### src/rtl/nvm_ctrl_pkg.sv
package nvm_ctrl_pkg;

  typedef enum logic {
    ST_IDLE,
    ST_ACCESS
  } ctrl_state_t;

endpackage

### src/rtl/nvm_len_clamp.sv
module nvm_len_clamp #(
  parameter int CW      = 8,
  parameter int MIN_CYC = 2
) (
  input  logic [CW-1:0] len_in,
  output logic [CW-1:0] len_out
);

  localparam logic [CW-1:0] MIN_V = CW'(MIN_CYC);

  always_comb begin
    len_out = (len_in < MIN_V) ? MIN_V : len_in;
  end

endmodule

### src/rtl/nvm_access_timer.sv
module nvm_access_timer #(
  parameter int CW = 8
) (
  input  logic          clk,
  input  logic          rst,
  input  logic          start,
  input  logic          run,
  output logic [CW-1:0] cnt
);

  always_ff @(posedge clk) begin
    if (rst) begin
      cnt <= '0;
    end else if (start) begin
      cnt <= CW'(1);
    end else if (run) begin
      cnt <= cnt + CW'(1);
    end
  end

endmodule

### src/rtl/nvm_cycle_ctrl.sv
module nvm_cycle_ctrl
  import nvm_ctrl_pkg::*;
#(
  parameter int AW      = 18,
  parameter int DW      = 16,
  parameter int CW      = 8,
  parameter int MIN_CYC = 2
) (
  input  logic          clk,
  input  logic          rst,
  input  logic          req_valid,
  input  logic          req_write,
  input  logic [AW-1:0] req_addr,
  input  logic [DW-1:0] req_wdata,
  input  logic [CW-1:0] rd_cycles,
  input  logic [CW-1:0] wr_cycles,
  output logic          req_ready,
  output logic          done,
  output logic          done_write,
  output logic [CW-1:0] done_cycles,
  output logic [DW-1:0] done_rdata,
  output logic          mem_ce_n,
  output logic          mem_oe_n,
  output logic          mem_we_n,
  output logic [AW-1:0] mem_addr,
  output logic [DW-1:0] mem_dq_out,
  output logic          mem_dq_oe,
  input  logic [DW-1:0] mem_dq_in
);

  localparam logic [CW-1:0] ONE = CW'(1);

  ctrl_state_t   state;
  logic          is_wr;
  logic [CW-1:0] len_q;
  logic [CW-1:0] rd_len;
  logic [CW-1:0] wr_len;
  logic [CW-1:0] cnt;
  logic          accept;
  logic          last_clk;
  logic          we_release;

  // Both lengths pass through the same clamp.
  nvm_len_clamp #(.CW(CW), .MIN_CYC(MIN_CYC)) u_rd_clamp (
    .len_in (rd_cycles),
    .len_out(rd_len)
  );

  nvm_len_clamp #(.CW(CW), .MIN_CYC(MIN_CYC)) u_wr_clamp (
    .len_in (wr_cycles),
    .len_out(wr_len)
  );

  assign accept     = (state == ST_IDLE) && req_valid;
  assign last_clk   = (state == ST_ACCESS) && (cnt == len_q);
  assign we_release = (state == ST_ACCESS) && is_wr && (cnt == len_q - ONE);
  assign req_ready  = (state == ST_IDLE);

  // Counts the clocks of the access in progress: 1 on its first clock.
  nvm_access_timer #(.CW(CW)) u_timer (
    .clk  (clk),
    .rst  (rst),
    .start(accept),
    .run  (state == ST_ACCESS),
    .cnt  (cnt)
  );

  always_ff @(posedge clk) begin
    if (rst) begin
      state       <= ST_IDLE;
      is_wr       <= 1'b0;
      len_q       <= '0;
      mem_ce_n    <= 1'b1;
      mem_oe_n    <= 1'b1;
      mem_we_n    <= 1'b1;
      mem_dq_oe   <= 1'b0;
      mem_addr    <= '0;
      mem_dq_out  <= '0;
      done        <= 1'b0;
      done_write  <= 1'b0;
      done_cycles <= '0;
      done_rdata  <= '0;
    end else begin
      done <= 1'b0;
      if (accept) begin
        state    <= ST_ACCESS;
        is_wr    <= req_write;
        len_q    <= req_write ? wr_len : rd_len;
        mem_addr <= req_addr;
        mem_ce_n <= 1'b0;
        if (req_write) begin
          mem_we_n   <= 1'b0;
          mem_dq_oe  <= 1'b1;
          mem_dq_out <= req_wdata;
        end else begin
          mem_oe_n <= 1'b0;
        end
      end
      if (we_release) begin
        mem_we_n <= 1'b1;
      end
      if (last_clk) begin
        state       <= ST_IDLE;
        mem_ce_n    <= 1'b1;
        mem_oe_n    <= 1'b1;
        mem_we_n    <= 1'b1;
        mem_dq_oe   <= 1'b0;
        done        <= 1'b1;
        done_write  <= is_wr;
        done_cycles <= cnt;
        if (!is_wr) begin
          done_rdata <= mem_dq_in;
        end
      end
    end
  end

endmodule

### config.mk
export PLATFORM = sky130hd
export DESIGN_NAME = nvm_cycle_ctrl
export DESIGN_NICKNAME = d
export VERILOG_FILES = /design/src/rtl/nvm_ctrl_pkg.sv /design/src/rtl/nvm_len_clamp.sv /design/src/rtl/nvm_access_timer.sv /design/src/rtl/nvm_cycle_ctrl.sv
export SDC_FILE = /design/constraint.sdc
export NUM_CORES = 1
export LEC_CHECK = 0
export CORE_ASPECT_RATIO = 0.9
export CORE_UTILIZATION = 46
export CTS_CLUSTER_DIAMETER = 50
export DETAILED_ROUTE_END_ITERATION = 12
export PLACE_DENSITY = 0.91
export SETUP_SLACK_MARGIN = 0.2
export SKIP_CTS_REPAIR_TIMING = 1
export SYNTH_ARGS = -nofsm -noshare
export SYNTH_HDL_FRONTEND = slang
export SYNTH_SLANG_ARGS = --single-unit
### constraint.sdc
create_clock -name clk -period 3.7 [get_ports clk]
set_input_delay 0.37 -clock clk [delete_from_list [all_inputs] [get_ports clk]]
set_output_delay 0.37 -clock clk [all_outputs]
set_load 0.05 [all_outputs]
==> metrics.txt <==
synthesized instance count=374; most frequent cell after synthesis=dfxtp_1; total power=0.002048 W; DIE WIDTH=91.07 um; Core Util, Final=72.15%; Core Region=0.006726 sq mm; fin crit period=2.252 ns; RSZ-0062 raised after global routing=no; Mapped Area=0.003284 sq mm; site row count=28; Worst Hold Depth=2; GRT Util Overall=23.06%; Worst setup EP type=flop; top cells by count, synth=dfxtp_1, nand2_1, a21oi_1; status=complete, no violations; final hold violation count=0; drt first pass iters=4; vias per cell=5.224; sequential power share=46.8%; final instance area=0.004853 sq mm; Setup TNS=0 ns; WL met3=730 um; placed inst area=0.004639 sq mm; Max-cap violations=0; crit start category=flop; initial DRC count=102; hold wc startpoint=mem_ce_n; DR WL/cell=14.62 um; # setup viols final=0; Clk Latency, worst-skew pair=0.35 ns; WP data required=3.88 ns; Worst Clk Skew=0.009936 ns; clock sink count=82; antenna cells=0; global-route wire length before repair=13.50 mm; fill cell count=504; Gate power share=20.4%; Sw Pwr=0.0005960 W; port bufs=134; Setup CP Type=flop to flop; H-tree levels=3; dominant synthesized flop cell=dfxtp_1; Syn-to-layout area delta=47.77%; register area share after synthesis=49.98%; final net count=566; Worst-Margin Slew=1.140 ns; Worst VDD drop=0.0002693 V; Initial Util=48.83%; antenna-violating nets left=0; Power Density=421.9 mW/mm^2; Ports=135; fraction of registers with async set or reset after synthesis=0%; hold endpoint=mem_ce_n; drt drc=0; gpl congestion=0.8460; arrival time at the worst endpoint=2.43 ns; Avg Cell Area, Syn=8.782 sq um; Syn Nets=446; clock buffer depth=2; r2r setup slk=1.45 ns; Slew HR=24.00%; sw frac=29.11%; fin crit share=60.87%; final wirelength=8.611 mm; met2 routed WL=4.030 mm; Clk pwr share=32.8%; CTS tree=done; dominant cells by area after synthesis=dfxtp_1, nand2_1, mux2i_1, a21oi_1, nor2_1; Top Metal Used=met4; Vias=3077; clock buffer count from CTS=9; die footprint=0.007482 sq mm; pin count of the biggest net entering global routing=65; Die H=82.16 um; design internal power=0.001452 W; vias in the first global route=2882; detailed-placement wirelength estimate=6.341 mm; CTS clk-pin slew, worst paths=0.08 ns; worst reg-to-reg path cell count=5; max-slew violations=0; cell taking the most area after synthesis=dfxtp_1; grt ovf=0; Static Leak=1.744 nW; synthesized flop and latch total=82; initial antenna violation count=0; Yosys warnings=0; Worst Path Max Fanout=13; layout cells sized above 1=4.609%; reg2reg end=mem_we_n; Synth top area share=49.98%; FF-to-FF Start=u_timer.cnt[7]; Min-Delay Path Class=flop to flop; Fmax=0.4440 GHz; Synth cell types=41; met1 WL=3.746 mm; number of synthesized flops with an enable pin=0; clk root buf=clkbuf_8
## cell type report
cell class              instances  area, sq um  share of cell area, %
flip-flops and latches         82         1642                  33.82
multi-input cells             260         1515                  31.22
repair buffers                136         1351                  27.84
clock buffers                  11        151.4                  3.119
well taps                      90        112.6                  2.320
clock inverters                 5        62.56                  1.289
inverters                       5        18.77                 0.3867
## per-stage QoR
step                      std cells  setup slack [ns]  hold slack [ns]
after floorplan                 374             1.736           0.4802
after detailed placement        573             1.221           0.4433
after global placement          573             1.299           0.4339
after CTS                       589             1.488           0.4579
final                           589             1.448           0.4541
after global routing            589             1.299           0.4779
## layer usage
metal,GRT usage [%],up-vias
li1,-,1518
met1,27.66,1422
met2,39.77,125
met3,7.692,12
met4,7.143,0
met5,0,-
## logic make-up (layout without fill, tap and decap cells)
kind of cell | Yosys count | count (layout) | synth area share (%)
fa+ha+maj | 2 | 2 | 0.7618
buf+inv | 32 | 157 | 3.962
compound gates | 74 | 74 | 14.25
flops | 82 | 82 | 49.98
simple gates | 145 | 145 | 19.73
xor+xnor | 15 | 15 | 4.000
mux | 24 | 24 | 7.314
## worst max-delay path: stages, from the launching register on
cell and delay, ns:
dfxtp_1 0.40, xor2_1 0.44, or2_4 0.25, nor3_1 0.08, nor2_1 0.71, o211ai_1 0.20
## power groups by stage
stage          Clock, W  Combinational [W]  Sequential, W
5_1_grt        0.000719           0.000444       0.000964
2_1_floorplan         0           0.000156        0.00107
3_5_place_dp          0           0.000416       0.000978
4_1_cts        0.000681           0.000417       0.000958
3_3_place_gp          0           0.000407       0.000975
6_report       0.000673           0.000417       0.000958
## sequential cells by signal (all words and copies together), names as in the netlist, 8 cells and up
register,flops
u_timer.cnt,8
len_q,8
mem_addr,18
mem_dq_out,16
done_cycles,8
done_rdata,16
## cell usage in the layout, fill, tap and decap left out, drive strengths merged, types with 2 or more instances in the layout
| master | count |
|---|---|
| or3 | 2 |
| clkinv | 2 |
| mux2i | 24 |
| a211oi | 7 |
| inv | 5 |
| a21oi | 41 |
| nor3 | 3 |
| o21a | 2 |
| o211ai | 2 |
| buf | 3 |
| clkdlybuf4s50 | 133 |
| nor2 | 33 |
| clkbuf | 11 |
| ha | 2 |
| a22o | 8 |
| xor2 | 8 |
| nor4 | 6 |
| nand4 | 6 |
| clkinvlp | 2 |
| nand2b | 6 |
| nand3b | 2 |
| nand2 | 81 |
| xnor2 | 7 |
| a2111o | 2 |
| o21ai | 4 |
| dfxtp | 82 |
## worst max-delay path by stage
stage              startpoint        to
2_1_floorplan        len_q[0]  mem_we_n
3_3_place_gp        req_valid  mem_we_n
3_5_place_dp        req_valid  mem_we_n
4_1_cts        u_timer.cnt[7]  mem_we_n
5_1_grt        u_timer.cnt[7]  mem_we_n
6_report       u_timer.cnt[7]  mem_we_n
Power figures use the tool's default switching activity.
